`src/rtl/ptune_pkg.sv`:
```
package ptune_pkg;

  localparam int NCAND = 5;
  localparam int PER_W = 11;
  localparam int IDX_W = $clog2(NCAND);
  localparam logic [IDX_W-1:0] RESET_IDX = IDX_W'(3);
  localparam logic [IDX_W-1:0] LAST_IDX  = IDX_W'(NCAND - 1);

  typedef enum logic [1:0] {
    ST_WARM,
    ST_WATCH,
    ST_SWEEP
  } tunerState_t;

  typedef struct packed {
    logic loadBest;
  } ctrlStb_t;

  function automatic logic [PER_W-1:0] candPeriod(input logic [IDX_W-1:0] idx);
    case (idx)
      IDX_W'(0): candPeriod = PER_W'(10);
      IDX_W'(1): candPeriod = PER_W'(50);
      IDX_W'(2): candPeriod = PER_W'(100);
      IDX_W'(3): candPeriod = PER_W'(500);
      default:   candPeriod = PER_W'(1000);
    endcase
  endfunction

endpackage

```
`src/rtl/ptune_datapath.sv`:
```
module ptune_datapath
  import ptune_pkg::*;
#(
  parameter int EPOCH_CYCLES = 10000,
  parameter int LAT_W        = 12
) (
  input  logic             clk,
  input  logic             rst,
  input  logic             accVld,
  input  logic [LAT_W-1:0] accLat,
  input  logic             accHit,
  input  ctrlStb_t         stb,
  output logic             epochEnd,
  output logic             phaseShift,
  output logic             candBetter
);

  localparam int CNT_W = $clog2(EPOCH_CYCLES + 1);
  localparam int SUM_W = CNT_W + LAT_W;
  localparam int XL_W  = SUM_W + CNT_W;
  localparam int XD_W  = XL_W + 5;
  localparam int XH_W  = 2 * CNT_W;

  logic [CNT_W-1:0] epCnt, accSum, hitSum, accTot, hitTot;
  logic [CNT_W-1:0] baseAcc, bestAcc, bestHit;
  logic [SUM_W-1:0] latSum, latTot, baseLat;
  logic [XL_W-1:0]  curScaled, baseScaled, latDiff;

  always_comb begin
    latTot   = latSum + (accVld ? SUM_W'(accLat) : '0);
    accTot   = accSum + CNT_W'(accVld);
    hitTot   = hitSum + CNT_W'(accVld & accHit);
    epochEnd = (epCnt == CNT_W'(EPOCH_CYCLES - 1));

    // average comparison without division: Lc/Ac vs Lp/Ap
    curScaled  = XL_W'(latTot) * XL_W'(baseAcc);
    baseScaled = XL_W'(baseLat) * XL_W'(accTot);
    latDiff    = (curScaled >= baseScaled) ? curScaled - baseScaled
                                           : baseScaled - curScaled;
    phaseShift = (accTot != '0) && (baseAcc != '0) &&
                 ((XD_W'(latDiff) * XD_W'(20)) >= XD_W'(baseScaled));

    candBetter = (XH_W'(hitTot) * XH_W'(bestAcc)) > (XH_W'(bestHit) * XH_W'(accTot));
  end

  always_ff @(posedge clk) begin
    if (rst) begin
      epCnt   <= '0;
      accSum  <= '0;
      hitSum  <= '0;
      latSum  <= '0;
      baseAcc <= '0;
      baseLat <= '0;
      bestAcc <= '0;
      bestHit <= '0;
    end else if (epochEnd) begin
      epCnt   <= '0;
      accSum  <= '0;
      hitSum  <= '0;
      latSum  <= '0;
      baseAcc <= accTot;
      baseLat <= latTot;
      if (stb.loadBest) begin
        bestAcc <= accTot;
        bestHit <= hitTot;
      end
    end else begin
      epCnt  <= epCnt + CNT_W'(1);
      accSum <= accTot;
      hitSum <= hitTot;
      latSum <= latTot;
    end
  end


  cnt_range_chk: assert property (@(posedge clk) disable iff (rst)
    epCnt < CNT_W'(EPOCH_CYCLES));


  idle_cycle_chk: assert property (@(posedge clk) disable iff (rst)
    (!accVld && !epochEnd) |=> (accSum == $past(accSum)) && (latSum == $past(latSum))
                               && (hitSum == $past(hitSum)));


  hit_bound_chk: assert property (@(posedge clk) disable iff (rst)
    hitSum <= accSum);

endmodule

```
`src/rtl/ptune_ctrl.sv`:
```
module ptune_ctrl
  import ptune_pkg::*;
(
  input  logic             clk,
  input  logic             rst,
  input  logic             epochEnd,
  input  logic             phaseShift,
  input  logic             candBetter,
  output ctrlStb_t         stb,
  output logic [PER_W-1:0] periodOut
);

  tunerState_t      state;
  logic [IDX_W-1:0] candIdx, bestIdx, perIdx;
  logic             takeBest;

  always_comb begin
    takeBest     = (candIdx == '0) || candBetter;
    stb.loadBest = epochEnd && (state == ST_SWEEP) && takeBest;
    periodOut    = candPeriod(perIdx);
  end

  always_ff @(posedge clk) begin
    if (rst) begin
      state   <= ST_WARM;
      candIdx <= '0;
      bestIdx <= '0;
      perIdx  <= RESET_IDX;
    end else if (epochEnd) begin
      case (state)
        ST_WARM: state <= ST_WATCH;
        ST_WATCH: begin
          if (phaseShift) begin
            state   <= ST_SWEEP;
            candIdx <= '0;
            perIdx  <= '0;
          end
        end
        default: begin
          if (candIdx == LAST_IDX) begin
            state  <= ST_WATCH;
            perIdx <= takeBest ? candIdx : bestIdx;
          end else begin
            candIdx <= candIdx + IDX_W'(1);
            perIdx  <= candIdx + IDX_W'(1);
          end
          if (takeBest) bestIdx <= candIdx;
        end
      endcase
    end
  end


  period_hold_chk: assert property (@(posedge clk) disable iff (rst)
    !epochEnd |=> $stable(periodOut));


  warm_exit_chk: assert property (@(posedge clk) disable iff (rst)
    (state == ST_WARM && epochEnd) |=> (state == ST_WATCH) && (periodOut == PER_W'(500)));


  sweep_start_chk: assert property (@(posedge clk) disable iff (rst)
    (state == ST_WATCH && epochEnd && phaseShift) |=> (periodOut == PER_W'(10)));


  sweep_run_chk: assert property (@(posedge clk) disable iff (rst)
    (state == ST_SWEEP && epochEnd && candIdx != LAST_IDX) |=> (state == ST_SWEEP));


  watch_hold_chk: assert property (@(posedge clk) disable iff (rst)
    (state == ST_WATCH && epochEnd && !phaseShift) |=> $stable(periodOut));

endmodule

```
`src/rtl/period_tuner.sv`:
```
module period_tuner
  import ptune_pkg::*;
#(
  parameter int EPOCH_CYCLES = 10000,
  parameter int LAT_W        = 12
) (
  input  logic             clk,
  input  logic             rst,
  input  logic             accVld,
  input  logic [LAT_W-1:0] accLat,
  input  logic             accHit,
  output logic [PER_W-1:0] periodOut
);

  ctrlStb_t stb;
  logic     epochEnd, phaseShift, candBetter;

  ptune_datapath #(
    .EPOCH_CYCLES(EPOCH_CYCLES),
    .LAT_W       (LAT_W)
  ) u_dp (
    .clk       (clk),
    .rst       (rst),
    .accVld    (accVld),
    .accLat    (accLat),
    .accHit    (accHit),
    .stb       (stb),
    .epochEnd  (epochEnd),
    .phaseShift(phaseShift),
    .candBetter(candBetter)
  );

  ptune_ctrl u_ctrl (
    .clk       (clk),
    .rst       (rst),
    .epochEnd  (epochEnd),
    .phaseShift(phaseShift),
    .candBetter(candBetter),
    .stb       (stb),
    .periodOut (periodOut)
  );

endmodule

```
`config.mk`:
```
export PLATFORM = sky130hd
export DESIGN_NAME = period_tuner
export DESIGN_NICKNAME = d
export VERILOG_FILES = /design/src/rtl/ptune_pkg.sv /design/src/rtl/ptune_datapath.sv /design/src/rtl/ptune_ctrl.sv /design/src/rtl/period_tuner.sv
export SDC_FILE = /design/constraint.sdc
export NUM_CORES = 2
export LEC_CHECK = 0
export CAP_MARGIN = 10
export CORE_MARGIN = 1.5
export CORE_UTILIZATION = 66
export DETAILED_ROUTE_END_ITERATION = 6
export PLACE_DENSITY = 0.9
export SYNTH_ARGS = -nofsm -noshare
export SYNTH_HDL_FRONTEND = slang
export SYNTH_SLANG_ARGS = --single-unit
```
`constraint.sdc`:
```
create_clock -name clk -period 25.8 [get_ports clk]
set_input_delay 5.16 -clock clk [delete_from_list [all_inputs] [get_ports clk]]
set_output_delay 5.16 -clock clk [all_outputs]
set_load 0.02 [all_outputs]
```
### Yosys cells after proc, flatten, opt, wreduce, memory -nomap -nowiden

Cells that the tools add are included.

* $add $sub $neg: 7
* multipliers: 5
* $lt $le $gt $ge: 3
* equal/unequal tests: 9
* mux-type cells: 12
* bitwise gates (word level): 3
* reduce and logical (&&, ||, !) cells: 18

Operator list (count)
* multiplier 26 x 14 -> 40 bit: 2
* subtractor 40 bit: 2
* multiplier 14 x 14 -> 28 bit: 2
* greater-or-equal comparator 45 x 40 -> 1 bit: 1
* multiplier 40 x 3 -> 43 bit (second input constant): 1
* greater-or-equal comparator 40 bit: 1
* two-way mux 40 bit: 1
* case mux 10 bit (4 select lines): 1
* > comparator 28 bit: 1
* nonzero test 14 bit: 2
* adder 26 bit: 1
* adder 14 x 1 -> 14 bit: 1
* adder 14 x 1 -> 14 bit (second input constant): 1
* adder 14 bit: 1
* == test 14 bit (second input constant): 1
* two-way mux 12 bit: 1
* two-way mux 3 bit: 4
* case mux 3 bit (2 select lines): 2
* == test 3 x 2 -> 1 bit (second input constant): 2
* zero test 3 bit: 2
* AND reduction 3 bit: 2
* logical AND 1 bit: 4
* two-way mux 2 bit: 2
* inequality test 2 bit (second input constant): 2
* other kinds (14): 17

* register bits after elaboration: 147
* output and inout bits: 11
* logic and storage cells: 69

### Depth between registers and ports, before layout

* depth in word-level cells: 10
* mapped depth: 76

### Hierarchy

Synthesis repeated with hierarchy kept, for this count alone.

* cell total of the unflattened synthesis: 6063
* area, all modules: 50442.1 µm²

By module, submodules not included
* ptune_datapath: times used 1, cells each 5988, area each 49825.3 µm²
* ptune_ctrl: times used 1, cells each 75, area each 616.8 µm²

### Worst setup path before layout

Ideal clock, no wire load.

* kind: input to register
* start point: in accVld
* end point: reg u_ctrl.candIdx[0]
* setup time: 79 ps
* arrival: 20881 ps
* required time: 25721 ps
* setup slack: 4840 ps
* cell stages on the path: 73
* cells stage by stage: and2_1 -> ha_1 -> fa_1 -> a21o_1 -> a21oi_1 -> o21bai_1 -> a21oi_1 -> o21bai_1 -> a21oi_1 -> nor2b_1 -> o21a_1 -> o41a_1 -> xnor2_1 -> clkbuf_1 -> nand2_1 -> fa_1 -> fa_1 -> inv_1 -> [37 not listed] -> o21a_1 -> o21ai_0 -> nand2b_1 -> a21oi_1 -> xnor2_1 -> ha_1 -> a21o_1 -> a21o_1 -> a21oi_1 -> o211ai_1 -> nor2_1 -> a21oi_1 -> o311ai_0 -> nand3_1 -> a211oi_2 -> o22ai_2 -> o21a_1 -> a211oi_2

* cells in the longest elaborated chain, start to end: 10

RTL lines
* start, declared: RTL line period_tuner.sv:9 `input logic accVld,`
* two-way mux 12 bit: RTL line ptune_datapath.sv:30 `latTot = latSum + (accVld ? SUM_W'(accLat) : '0);`
* adder 26 bit: RTL line ptune_datapath.sv:30
* multiplier 26 x 14 -> 40 bit: RTL line ptune_datapath.sv:36 `curScaled = XL_W'(latTot) * XL_W'(baseAcc);`
* subtractor 40 bit, or another cell as far along: RTL line ptune_datapath.sv:39 `: baseScaled - curScaled;`
* two-way mux 40 bit: RTL line ptune_datapath.sv:38 `latDiff = (curScaled >= baseScaled) ? curScaled - baseScaled`
* multiplier 40 x 3 -> 43 bit: RTL line ptune_datapath.sv:41 `((XD_W'(latDiff) * XD_W'(20)) >= XD_W'(baseScaled));`
* greater-or-equal comparator 45 x 40 -> 1 bit: RTL line ptune_datapath.sv:41
* logical AND 1 bit (*): RTL line ptune_datapath.sv:40 `phaseShift = (accTot != '0) && (baseAcc != '0) &&`
* inequality test 2 bit (no source line) (*)
* AND reduction 4 bit (no source line) (*)
* end signal, assigned: RTL line ptune_ctrl.sv:44 `candIdx <= candIdx + IDX_W'(1);`
* end, declared: RTL line ptune_ctrl.sv:14 `logic [IDX_W-1:0] candIdx, bestIdx, perIdx;`

Every way passes the cells marked *; elsewhere a longest branch is shown, timed or not.
A chain may end at the register's enable or synchronous reset.

### Final worst setup path

Same ends and word-level chain as after synthesis.

==> results.py <==
metrics = {
    "power": {
        "p_total_uw": 584,
        "irDropWorstVdd_v": 0.0000508,
        "p_per_area_mw_per_mm2": 11.2,
        "leakage_uw": 0.0272,
    },
    "synth": {
        "ys_warn_count": 0,
        "synth_area_mm2": 0.0502,
        "yosys.area_share.simple_pct": 18.7,
        "ys.flop_type": "dfxtp_1",
        "ys_types": 85,
        "synthMuxAreaShare_pct": 0.663,
        "synth_top_family_by_area": "adder cells",
        "synth_fa_ha_area_share_pct": 49.9,
        "synth.avg_cell_area_um2": 8.37,
        "synth-edff-count": 0,
        "async_flop_share_pct": 0,
        "synthCells": 6001,
        "ys_seq_area_share_pct": 5.86,
        "synthXorXnorAreaFrac_pct": 4.52,
        "synth-seq-cells": 147,
        "synth_compound_area_share_pct": 10.7,
    },
    "layout": {
        "antenna_cells": 0,
        "areaGrowthSynthToFinish_pct": 3.58,
        "drive_above_1_share_pct": 2.88,
        "final_common_cell": "inv_1",
        "nFillCells": 5490,
        "final_area_mm2": 0.0520,
        "final_cell_mix": "1017 x inv_1, 860 x nand2_1, 856 x fa_1, 632 x ha_1, 508 x and2_1",
        "nets": 7364,
        "fin_util_pct": 69.5,
    },
    "status": {
        "status": "complete, but fails checks",
        "violations": "design-rule violations",
    },
    "floorplanning": {
        "io_pins": 27,
        "core_mm2": 0.0748,
        "die_x_um": 279,
        "die_h_um": 279,
        "fp.dieArea_mm2": 0.0777,
        "start_util_pct": 67.1,
        "fp-row-count": 100,
    },
    "worst_setup_path": {
        "r2r_start": "u_dp.latSum[1]$_SDFF_PP0_",
        "cp_slowest_stage_delay_ps": 810,
        "cp.required_ps": 26140,
        "crit_path_start": "accVld",
        "worstPathArrival_ps": 23770,
        "critPathKind": "input pin to flop",
        "timing.reg2reg.setup_slack_ps": 7600,
        "worst_setup_path_end_kind": "flop",
        "cp-start-kind": "input pin",
        "critPathMaxFanout": 64,
        "crit_slowest_cell": "o31ai_1",
    },
    "timing": {
        "timing.final.ws_setup_ps": 2370,
        "min_period_ps": 23430,
        "clock_skew_ps": 8.93,
        "final-setup-viol-count": 0,
        "fin_setup_tns_ps": 0,
        "period_share_pct": 90.8,
        "maxSlewHeadroom_pct": 22.5,
        "worst_pin_slew_ps": 1160,
        "timing.final.hold_violations": 0,
        "maxSlewViolCount": 0,
        "clock.fmax_mhz": 42.7,
        "grt_setup_unrepaired": "false",
    },
    "clocking": {
        "root_buffer": "clkbuf_16",
        "holdBufCountCts": 0,
        "postCtsSetupBuffers": 0,
        "clk_pin_slew_worst_paths_ps": 60,
        "htree_levels": 4,
        "cts-buffers-inserted": 17,
        "clk_latency_ps": 430,
        "cts_tree": "yes",
        "cts_buffer_depth": 2,
        "ctsResizeCount": 0,
        "clkSinkCount": 147,
    },
    "placement": {
        "post-place-ws_ps": 2360,
        "placed_area_mm2": 0.0514,
        "dp_hpwl_um": 111000,
        "placement.io_buffers": 24,
        "gp_congestion": 1.03,
    },
    "routing": {
        "ant_nets": 0,
        "via_per_inst": 6.17,
        "drtPass1Iterations": 7,
        "wl_per_cell_um": 20.5,
        "drcViolationCount": 1,
        "wl_um": 140000,
        "drt_iter0_markers": 4346,
        "vias": 42200,
    },
    "hold_path": {
        "hp-class": "flop to flop",
        "hp-start": "u_dp.epCnt[0]$_SDFF_PP0_",
    },
    "global_route": {
        "track_usage_pct": 36.7,
        "antenna_found_initial": 2,
        "grt_pass1_wl_um": 227000,
        "grt_pass1_vias": 44300,
        "grt_max_degree": 75,
        "grt-ovfl-total": 0,
    },
    "run": {
        "max_cap_viol_count": 0,
    },
}
## metrics by stage
stage | hold WS (ps) | instances
floorplan | 413 | 6002
detailed placement | 435 | 6810
finish | 453 | 6842
global placement | 428 | 6810
CTS | 452 | 6842
global route | 477 | 6842
## cells in the mapped netlist (6+ instances only)
| master | instances | area share (%) |
|---|---|---|
| inv_1 | 1017 | 7.6 |
| nand2_1 | 860 | 6.4 |
| fa_1 | 856 | 34 |
| ha_1 | 632 | 16 |
| and2_1 | 508 | 6.3 |
| a21oi_1 | 293 | 2.9 |
| clkbuf_1 | 246 | 1.8 |
| nor2_1 | 215 | 1.6 |
| xnor2_1 | 179 | 3.1 |
| dfxtp_1 | 147 | 5.9 |
| o21ai_0 | 147 | 1.5 |
| a21o_1 | 108 | 1.6 |
| xor2_1 | 80 | 1.4 |
| nor3_1 | 74 | 0.74 |
| o21bai_1 | 66 | 0.99 |
| nand4_1 | 54 | 0.67 |
| and3_1 | 52 | 0.65 |
| nand3_1 | 51 | 0.51 |
| o21a_1 | 45 | 0.67 |
| nand2b_1 | 40 | 0.50 |
| a211oi_1 | 35 | 0.52 |
| mux2i_1 | 31 | 0.62 |
| nor2b_1 | 28 | 0.35 |
| a31oi_1 | 18 | 0.22 |
| buf_2 | 16 | 0.16 |
| o211ai_1 | 16 | 0.24 |
| o31ai_1 | 12 | 0.18 |
| a21boi_0 | 11 | 0.16 |
| or3_1 | 11 | 0.14 |
| nor4_1 | 10 | 0.12 |
| or2_2 | 10 | 0.12 |
| a221oi_1 | 7 | 0.12 |
| o211a_1 | 7 | 0.14 |
| or4_1 | 7 | 0.10 |
| a2111oi_0 | 6 | 0.10 |
| a211o_1 | 6 | 0.10 |
| o21ai_1 | 6 | 0.060 |
## cells by family after synthesis
logic type / Yosys count
DFF: 147
AOI/OAI and AO/OA: 842
buffers and inverters: 1290
and+or+nand+nor: 1941
adders and majority gates: 1488
muxes: 33
other: 1
xor gates and xnor gates: 259
## power breakdown
part / switching (uW) / internal [uW] / total, uW
registers: 2.12 / 231 / 233
clock network: 109 / 148 / 257
logic: 71.3 / 22.0 / 93.3
## layout make-up
class,count,area [um^2],area share [%]
clock inverters,14,166,0.320
inverters,1018,3820,7.35
repair buffers,111,888,1.71
flip-flops and latches,147,2940,5.66
well taps,969,1210,2.33
clock buffers,18,439,0.845
multi-input cells,4565,42500,81.8
## flip-flops by register name, indices dropped and copies added, names as in the netlist, 3 cells and up
| signal | flops |
|---|---|
| u_dp.latSum | 26 |
| u_ctrl.bestIdx | 3 |
| u_dp.baseLat | 26 |
| u_dp.hitSum | 14 |
| u_dp.epCnt | 14 |
| u_ctrl.candIdx | 3 |
| u_ctrl.perIdx | 3 |
| u_dp.bestHit | 14 |
| u_dp.accSum | 14 |
| u_dp.bestAcc | 14 |
| u_dp.baseAcc | 14 |
## worst max-delay path, delay by kind of cell
| family | cells | cell delay [ps] |
|---|---|---|
| adder cells (fa/ha/maj) | 12 | 4600 |
| XOR/XNOR | 4 | 1110 |
| buffers and inverters | 7 | 1570 |
| AND/OR/NAND/NOR | 13 | 2630 |
| AO/OA/AOI/OAI | 32 | 8670 |
## path summary, 6_finish.rpt
check                                                       to  depth (start not counted)
worst max-delay path            u_ctrl.candIdx[0]$_SDFFE_PP0P_                         68
worst min-delay path                  u_dp.epCnt[0]$_SDFF_PP0_                          1
worst max register to register  u_ctrl.candIdx[0]$_SDFFE_PP0P_                         66
worst min register to register        u_dp.epCnt[0]$_SDFF_PP0_                          1
## routing by layer
metal / share of wire (%) / vias to the layer above / GRT usage (%) / wire, um
met1: 38 / 20600 / 47.4 / 52900
met4: 4.7 / 4 / 15.3 / 6570
met2: 46 / 2453 / 60.6 / 64800
met3: 11 / 540 / 7.20 / 15900
met5: 0.021 / - / 0 / 30
li1: - / 18600 / - / -
Power figures use the tool's default switching activity.
